### src/rtl/nxpc_pkg.sv
// Shared flow-code encoding for the next-PC unit.
// Assumes the decoder upstream supplies one of these 3-bit codes per instruction.
package nxpc_pkg;
    typedef enum logic [2:0] {
        CF_NONE = 3'd0,
        CF_J    = 3'd1,
        CF_JAL  = 3'd2,
        CF_JR   = 3'd3,
        CF_JALR = 3'd4,
        CF_BZ   = 3'd5,
        CF_BNZ  = 3'd6,
        CF_RSV  = 3'd7
    } cf_op_e;
endpackage

### src/rtl/nxpc_operand.sv
// Effective register operand: forces index 0 to read as zero and flags a zero value.
// Assumes the register file may present any value on the bus for index 0.
module nxpc_operand #(
    parameter int XLEN = 64,
    parameter int RIDX = 5
) (
    input  logic [RIDX-1:0] idx_i,
    input  logic [XLEN-1:0] val_i,
    output logic [XLEN-1:0] eff_o,
    output logic            zero_o
);
    // Apply the hard-wired zero register, then test the result.
    always_comb begin
        eff_o  = (idx_i == '0) ? '0 : val_i;
        zero_o = (eff_o == '0);
    end
endmodule

### src/rtl/nxpc_target.sv
// Candidate target generator: sequential, field jump and relative branch addresses.
// Assumes word-aligned fixed 4-byte instructions.
module nxpc_target #(
    parameter int XLEN = 64,
    parameter int JFLD = 26,
    parameter int BOFF = 16
) (
    input  logic [XLEN-1:0] pc_i,
    input  logic [JFLD-1:0] jfld_i,
    input  logic [BOFF-1:0] boff_i,
    output logic [XLEN-1:0] seq_o,
    output logic [XLEN-1:0] jtgt_o,
    output logic [XLEN-1:0] btgt_o
);
    localparam int JSPAN = JFLD + 2;
    localparam int SEXT  = XLEN - BOFF - 2;

    logic [XLEN-1:0] disp;

    // Build all three candidates in parallel.
    always_comb begin
        seq_o  = pc_i + XLEN'(4);
        jtgt_o = {pc_i[XLEN-1:JSPAN], jfld_i, 2'b00};
        disp   = {{SEXT{boff_i[BOFF-1]}}, boff_i, 2'b00};
        btgt_o = seq_o + disp;
    end
endmodule

### src/rtl/nxpc_select.sv
// Next-PC selection and link request from the flow code and the zero test.
// Assumes reserved codes behave as sequential flow.
module nxpc_select
    import nxpc_pkg::*;
#(
    parameter int XLEN = 64
) (
    input  cf_op_e          op_i,
    input  logic [XLEN-1:0] seq_i,
    input  logic [XLEN-1:0] jtgt_i,
    input  logic [XLEN-1:0] btgt_i,
    input  logic [XLEN-1:0] reg_i,
    input  logic            reg_zero_i,
    output logic [XLEN-1:0] npc_o,
    output logic            link_o
);
    // Pick the next address and decide whether a return address is saved.
    always_comb begin
        npc_o  = seq_i;
        link_o = 1'b0;
        case (op_i)
            CF_J:    npc_o = jtgt_i;
            CF_JAL:  begin npc_o = jtgt_i; link_o = 1'b1; end
            CF_JR:   npc_o = reg_i;
            CF_JALR: begin npc_o = reg_i; link_o = 1'b1; end
            CF_BZ:   npc_o = reg_zero_i ? btgt_i : seq_i;
            CF_BNZ:  npc_o = reg_zero_i ? seq_i : btgt_i;
            default: npc_o = seq_i;
        endcase
    end
endmodule

### src/rtl/nxpc_unit.sv
// Top of the next-PC and control-transfer unit, with a registered output stage.
// Assumes one decoded instruction per cycle; outputs reflect the previous edge's inputs.
module nxpc_unit
    import nxpc_pkg::*;
#(
    parameter int          XLEN     = 64,
    parameter int          JFLD     = 26,
    parameter int          BOFF     = 16,
    parameter int          RIDX     = 5,
    parameter int          LINK_REG = 31,
    parameter logic [63:0] RST_PC   = 64'h0
) (
    input  logic            clk,
    input  logic            rst_n,
    input  logic [XLEN-1:0] pc_i,
    input  logic [2:0]      cf_op_i,
    input  logic [JFLD-1:0] jfld_i,
    input  logic [BOFF-1:0] boff_i,
    input  logic [RIDX-1:0] rs_idx_i,
    input  logic [XLEN-1:0] rs_val_i,
    input  logic            cmov_i,
    input  logic [RIDX-1:0] tst_idx_i,
    input  logic [XLEN-1:0] tst_val_i,
    input  logic [XLEN-1:0] mv_src_i,
    input  logic [RIDX-1:0] mv_dst_i,
    output logic [XLEN-1:0] npc_o,
    output logic            link_we_o,
    output logic [RIDX-1:0] link_addr_o,
    output logic [XLEN-1:0] link_data_o,
    output logic            mv_we_o,
    output logic [RIDX-1:0] mv_addr_o,
    output logic [XLEN-1:0] mv_data_o
);
    localparam int NOPND = 2;

    logic [XLEN-1:0] opnd_val [NOPND];
    logic [RIDX-1:0] opnd_idx [NOPND];
    logic [XLEN-1:0] opnd_eff [NOPND];
    logic            opnd_zero[NOPND];

    logic [XLEN-1:0] seq, jtgt, btgt, npc_d;
    logic            link_d;
    cf_op_e          op;

    // Route the two tested operands: 0 is the branch/jump operand, 1 the move test.
    always_comb begin
        opnd_val[0] = rs_val_i;
        opnd_idx[0] = rs_idx_i;
        opnd_val[1] = tst_val_i;
        opnd_idx[1] = tst_idx_i;
        op          = cf_op_e'(cf_op_i);
    end

    for (genvar g = 0; g < NOPND; g++) begin : g_opnd
        nxpc_operand #(.XLEN(XLEN), .RIDX(RIDX)) u_opnd (
            .idx_i  (opnd_idx[g]),
            .val_i  (opnd_val[g]),
            .eff_o  (opnd_eff[g]),
            .zero_o (opnd_zero[g])
        );
    end

    nxpc_target #(.XLEN(XLEN), .JFLD(JFLD), .BOFF(BOFF)) u_tgt (
        .pc_i   (pc_i),
        .jfld_i (jfld_i),
        .boff_i (boff_i),
        .seq_o  (seq),
        .jtgt_o (jtgt),
        .btgt_o (btgt)
    );

    nxpc_select #(.XLEN(XLEN)) u_sel (
        .op_i       (op),
        .seq_i      (seq),
        .jtgt_i     (jtgt),
        .btgt_i     (btgt),
        .reg_i      (opnd_eff[0]),
        .reg_zero_i (opnd_zero[0]),
        .npc_o      (npc_d),
        .link_o     (link_d)
    );

    // Output stage: reset state, else capture this cycle's decisions.
    always_ff @(posedge clk) begin
        if (!rst_n) begin
            npc_o       <= XLEN'(RST_PC);
            link_we_o   <= 1'b0;
            link_addr_o <= RIDX'(LINK_REG);
            link_data_o <= '0;
            mv_we_o     <= 1'b0;
            mv_addr_o   <= '0;
            mv_data_o   <= '0;
        end else begin
            npc_o       <= npc_d;
            link_we_o   <= link_d;
            link_addr_o <= RIDX'(LINK_REG);
            link_data_o <= seq;
            mv_we_o     <= cmov_i && opnd_zero[1];
            mv_addr_o   <= mv_dst_i;
            mv_data_o   <= mv_src_i;
        end
    end
endmodule

### config.mk
export PLATFORM = sky130hd
export DESIGN_NAME = nxpc_unit
export DESIGN_NICKNAME = d
export VERILOG_FILES = /design/src/rtl/nxpc_pkg.sv /design/src/rtl/nxpc_operand.sv /design/src/rtl/nxpc_target.sv /design/src/rtl/nxpc_select.sv /design/src/rtl/nxpc_unit.sv
export SDC_FILE = /design/constraint.sdc
export NUM_CORES = 1
export LEC_CHECK = 0
export ABC_AREA = 1
export BUFFER_PORTS_ARGS = -buffer_cell sky130_fd_sc_hd__buf_4
export CAP_MARGIN = 40
export CORE_MARGIN = 4
export CORE_UTILIZATION = 30
export DETAILED_ROUTE_END_ITERATION = 12
export MAX_ROUTING_LAYER = met4
export SLEW_MARGIN = 0
export SYNTH_ARGS = -nofsm -noshare
export SYNTH_HDL_FRONTEND = slang
export SYNTH_SLANG_ARGS = --single-unit
### constraint.sdc
create_clock -name clk -period 3.7 [get_ports clk]
set_clock_uncertainty 0.15 [all_clocks]
set_input_delay 0.74 -clock clk [delete_from_list [all_inputs] [get_ports clk]]
set_output_delay 0.74 -clock clk [all_outputs]
set_load 0.1 [all_outputs]
Word-level counts from Yosys, hierarchy flattened
Index checks and enable logic that the tools add are counted.
{"block": "classes", "addsub": 2, "eq_ne": 6, "mux": 6, "reduce_logical": 8}
{"operator": "64-bit two-way mux", "n": 4}
{"operator": "64-bit case mux with 4 select lines", "n": 1}
{"operator": "64-bit zero test", "n": 2}
{"operator": "64-bit by 3-bit adder with 64-bit output, second input constant", "n": 1}
{"operator": "64-bit adder", "n": 1}
{"operator": "5-bit zero test", "n": 2}
{"operator": "3-bit == test, second input constant", "n": 3}
{"operator": "3-bit by 2-bit == test with 1-bit output, second input constant", "n": 2}
{"operator": "2-bit OR reduction", "n": 3}
{"operator": "3-bit by 1-bit == test with 1-bit output, second input constant", "n": 1}
{"operator": "1-bit logical AND", "n": 1}
{"operator": "1-bit two-way mux", "n": 1}
{"block": "word_totals", "regBits": 199, "input_bits": 319, "out_inout_bits": 204, "elab_cells": 28}

Depth between registers and ports, before layout
{"block": "depth", "ltp_word": 5, "depth_mapped": 30, "depth_no_buf": 30}

Modules after synthesis
Synthesis repeated with hierarchy kept, for this count alone.
{"block": "unflattened", "cells_unflattened": 3620, "area_unflattened_um2": 19648.8}
{"module": "nxpc_target", "n_inst": 1, "cells_per_inst": 1523, "area_each_um2": 7626.1, "seq_area_each_um2": 0.0}
{"module": "nxpc_unit", "n_inst": 1, "cells_per_inst": 626, "area_each_um2": 5709.2, "seq_area_each_um2": 3983.8}
{"module": "nxpc_select", "n_inst": 1, "cells_per_inst": 1061, "area_each_um2": 4584.4, "seq_area_each_um2": 0.0}
{"module": "nxpc_operand", "n_inst": 2, "cells_per_inst": 205, "area_each_um2": 864.6, "seq_area_each_um2": 0.0}

Worst setup path before layout
Ideal clock, no wire load.
{"block": "synth_timing", "path_type": "in2reg", "start": "input pc_i[2]", "end": "register npc_o[62]", "setup_time_ns": 0.113, "arrival_ns": 3.370, "required_time_ns": 3.437, "slack_ns": 0.068, "cell_stages": 24, "n_path_buf": 0, "cell_sequence": "ha_1 nand3_1 nor3_2 inv_1 nor2_1 nand3_1 nor2_1 nand3_1 xor2_1 inv_1 ha_1 nand2_1 nor2_1 inv_1 nor2_1 nand2_1 nor3_1 nand2_1 nand2_1 nand2_1 nand3_1 nand2_1 nand2_1 nand2_1"}
{"block": "synth_between", "elab_chain_cells": 4, "word_cells_on_any_way": 5, "classes_between": "add/sub (2); mux (3)"}
{"item": "start, declared", "line_no": "nxpc_unit.sv:15", "rtl": "input logic [XLEN-1:0] pc_i,"}
{"item": "64-bit by 3-bit adder with 64-bit output (*)", "line_no": "nxpc_target.sv:22", "rtl": "seq_o = pc_i + XLEN'(4);"}
{"item": "net seq[34]", "line_no": "nxpc_unit.sv:41", "rtl": "logic [XLEN-1:0] seq, jtgt, btgt, npc_d;"}
{"item": "64-bit adder (*)", "line_no": "nxpc_target.sv:25", "rtl": "btgt_o = seq_o + disp;"}
{"item": "64-bit two-way mux, on equally long branches", "line_no": "nxpc_select.sv:27, nxpc_select.sv:26"}
{"item": "64-bit case mux with 4 select lines (*)", "line_no": "nxpc_select.sv:21", "rtl": "case (op_i)"}
{"item": "end signal, assigned", "line_no": "nxpc_unit.sv:86", "rtl": "npc_o <= XLEN'(RST_PC);"}
{"item": "end signal, assigned", "line_no": "nxpc_unit.sv:94", "rtl": "npc_o <= npc_d;"}
{"item": "end, declared", "line_no": "nxpc_unit.sv:26", "rtl": "output logic [XLEN-1:0] npc_o,"}
The timed path passes the listed nets; every way through them passes the cells marked *.
A chain may end at the register's enable or synchronous reset.

Final worst setup path
{"block": "layout_timing", "start": "input pc_i[24]", "end": "register npc_o[60]"}
The elaborated chain is that of the path after synthesis.

==> impl_summary.md <==
CTS
The clock sink count is 199. The cell at the root of the clock tree is sky130_fd_sc_hd__clkbuf_16. Counting along the longest clock path gives a buffer depth of 2. The H-tree level count is 4. Buffers inserted to repair hold after CTS numbered 0. The total clock buffers created by CTS is 17. The clock-pin slew on the worst setup and hold paths is 0.09 ns. TritonCTS built the clock tree.

Global routing
The overall fraction of global-route tracks in use is 28.91%. The sum of overflow across all layers after global routing is 0. Entering global routing, the biggest net connects 72 pins.

The first global-routing pass estimated 118400 um of wire. The via count of the first global-routing pass is 18971. The initial antenna violation count is 1.

Power
In this run the power spent charging and discharging nets is 0.003793 W. Net switching is 44.79% of the power. Sequential cells account for 27.6% of the total power.

Internal power comes to 0.004677 W. The combinational fraction of design power is 48.2%. The clock network accounts for 24.2% of the total power. For this design the static power due to leakage is 14.61 nW. The power per standard cell area is 319.9 nW/um^2. The worst-case IR drop observed on VDD is 0.3108 mV.

The overall power after layout is 0.008470 W.

Synth
Ranked by total cell area, the synthesized netlist is headed by sky130_fd_sc_hd__dfxtp_1 (26%), sky130_fd_sc_hd__nand2_1 (24%), sky130_fd_sc_hd__inv_1 (12%), sky130_fd_sc_hd__nor2_1 (7.6%), sky130_fd_sc_hd__ha_1 (6.2%). By count the netlist is led by sky130_fd_sc_hd__nand2_1 (972), sky130_fd_sc_hd__inv_1 (504), sky130_fd_sc_hd__nor2_1 (311), sky130_fd_sc_hd__dfxtp_1 (199), sky130_fd_sc_hd__nand3_1 (121). The most common cell in the synthesized netlist is sky130_fd_sc_hd__nand2_1. The top-area cell type share of the netlist area is 25.79%. The sequential element share of the synthesized area is 25.79%. The number of distinct library cells after synthesis is 40. The cell count after synthesis is 2682. After synthesis, the share of flip-flops with an asynchronous set or reset is 0%.

For this run, the number of Yosys warnings is 0. The top cell type by total area after synthesis is sky130_fd_sc_hd__dfxtp_1. The count of flip-flops with a built-in enable after synthesis is 0. The commonest register cell after synthesis is sky130_fd_sc_hd__dfxtp_1. Synthesis inferred 199 register bits. The mean area per synthesized cell is 5.760 sq um.

The post-synthesis instance area is 15450 sq um.

Layout
Cells with a size suffix above 1 make up 39.43% of the layout. The finished cells cover 26480 sq um. The non-filler instance count after layout is 4358. The count of nets after finishing is 4068. The area added between synthesis and finish is 71.39%.

Drt
The highest metal layer used by the detailed router is met4. For this block, wires on met1 add up to 35930 um. Dividing the detail-routed via count by the number of cells gives 4.711. The met3 wire length is 6307 um. Detailed routing inserted a total of 20530 vias. The post-detailed-route DRC marker count is 0. After detailed routing, the average wire length per cell comes to 19.12 um. The iteration-0 DRC count of the detailed router is 1732.

The number of optimization iterations in the first detailed-route pass is 5. The residual antenna-violating net count after detailed routing is 0. Summed over all nets, wire length on met2 after detailed routing comes to 39380 um. The final routed wirelength across all metal layers is 83340 um.

Worst setup path
The slowest stage of the critical path is the sky130_fd_sc_hd__ha_4 cell. In this design, the stage delay of the slowest critical-path cell is 0.27 ns. The data required time at the worst endpoint is 3.96 ns. The number of buffers and inverters on the critical path is 7. The library cell appearing most often on the critical path is sky130_fd_sc_hd__nand2_1. Counting buffers and inverters, the worst setup path is 26 cells deep. The cell family contributing the most delay on the critical path is simple AND/OR/NAND/NOR gates. Data on the critical path arrives at its endpoint at 3.89 ns. STA classifies the critical path endpoint as a flop. The startpoint class of the critical path is a primary input. By startpoint and endpoint, the worst setup path is classified as primary input to flop. The maximum fanout count along the critical path is 4.

Floorplan
The effective utilization at floorplan is 30.60%. Measured along the x axis, the die boundary spans 234.9 um. For this design the top-level I/O count stands at 523. The floorplan has 82 rows. The height of the die is 234.9 um.

The core footprint is 50480 sq um. The die area is 55190 sq um.

STA
The number of hold violations in the final report was 0. The final count of pins violating max slew is 0. Measured against its own limit, the worst slew margin works out to 54.42%. The slew at the pin with the worst max-slew slack is 0.6766 ns. The clock period could shrink to 3.635 ns.

Setup repair after global routing could not meet its margin everywhere. The total of endpoints with negative setup slack in the final report is 0. The final worst-path cycle share is 98.24%.

Derived from the worst setup path, the maximum achievable clock frequency is 0.2751 GHz.

Placed design
The cell area reported after detailed placement is 23650 sq um. The HPWL after detailed placement is 69870 um. The placed cell count is 4299. Port buffering added 517 buffers. The global placement routability congestion is 1.040.

Worst hold path
The worst hold-check path type is primary input to flop. The worst hold path stage count is 3.

Run status
The flow ran to the end, and the final reports show no timing, DRC or antenna violations.

Flow run
The number of max-capacitance violations reported is 0.
cell usage in the layout (no fill, tap or decap), types with 19 or more instances in the layout:
master,count
sky130_fd_sc_hd__a21oi_1,48
sky130_fd_sc_hd__a32o_1,24
sky130_fd_sc_hd__buf_4,996
sky130_fd_sc_hd__buf_6,20
sky130_fd_sc_hd__dfxtp_1,199
sky130_fd_sc_hd__ha_1,41
sky130_fd_sc_hd__ha_4,34
sky130_fd_sc_hd__inv_1,464
sky130_fd_sc_hd__inv_2,36
sky130_fd_sc_hd__nand2_1,873
sky130_fd_sc_hd__nand2_2,83
sky130_fd_sc_hd__nand2_4,23
sky130_fd_sc_hd__nand3_1,101
sky130_fd_sc_hd__nand3_2,19
sky130_fd_sc_hd__nand4_1,27
sky130_fd_sc_hd__nor2_1,208
sky130_fd_sc_hd__nor2_2,68
sky130_fd_sc_hd__nor2_4,40
sky130_fd_sc_hd__nor4_1,19
sky130_fd_sc_hd__o21ai_0,51
sky130_fd_sc_hd__o21ai_1,39
sky130_fd_sc_hd__xnor2_1,27
sky130_fd_sc_hd__xor2_1,43
state kept, by name (all words and copies together) (netlist names):
register	count
link_data_o	64
link_we_o	1
mv_addr_o	5
mv_data_o	64
mv_we_o	1
npc_o	64
worst paths after layout:
kind	startpoint	to
setup / recovery	pc_i[24]	npc_o[60]
hold / removal	mv_dst_i[2]	mv_addr_o[2]
cells by family (layout without fill, tap and decap cells):
logic type	count (synthesis)	after routing	synth area share, %
flops	199	199	25.79
xor+xnor	90	90	5.103
other cells	1	6	0.02428
simple gates	1540	1540	40.68
buf+inv	564	1563	14.20
fa+ha+maj	77	77	6.285
compound gates	211	211	7.922
per-layer routing:
| layer | up-vias | track usage [%] |
|---|---|---|
| met5 | - | - |
| met4 | 0 | 6.355 |
| met3 | 79 | 4.386 |
| met2 | 821 | 46.82 |
| met1 | 9477 | 38.40 |
| li1 | 10153 | - |
final cells by class:
type	instances	area, sq um
Clock buffer	18	439.2
Clock inverter	14	198.9
Tap cell	672	840.8
Sequential cell	199	3984
Timing Repair Buffer	1027	7908
Inverter	504	1903
Fill cell	5177	24000
Multi-Input combinational cell	1923	11200
Antenna cell	1	2.502
power groups by stage:
stage | registers, W | clock network, W | logic [W]
floorplan | 0.00347 | 0 | 0.00110
global placement | 0.00239 | 0 | 0.00374
detailed placement | 0.00239 | 0 | 0.00374
CTS | 0.00234 | 0.00209 | 0.00378
global route | 0.00235 | 0.00214 | 0.00430
finish | 0.00234 | 0.00205 | 0.00408
stage by stage:
stage / setup WS, ns / util [%] / TNS, ns / hold WS (ns)
2_1_floorplan: 0.06751 / - / 0 / 0.6739
3_3_place_gp: -0.7633 / 46.86 / -26.15 / 0.7703
3_5_place_dp: -0.7640 / 46.86 / -25.17 / 0.7735
4_1_cts: -0.02066 / 48.59 / -0.03615 / 0.2487
5_1_grt: -0.09787 / 52.45 / -1.363 / 0.2675
6_report: 0.06525 / 52.45 / 0 / 0.2832
what timing repair did:
| item | 4_1_cts | 5_1_grt |
|---|---|---|
| resized for setup | 50 | 441 |
| pin swaps | 11 | 128 |
| setup buffers | 1 | 27 |
| endpoints found under the hold margin | 0 | 0 |
| setup endpoints to repair | 37 | 44 |
(Power assumes the default switching activity.)
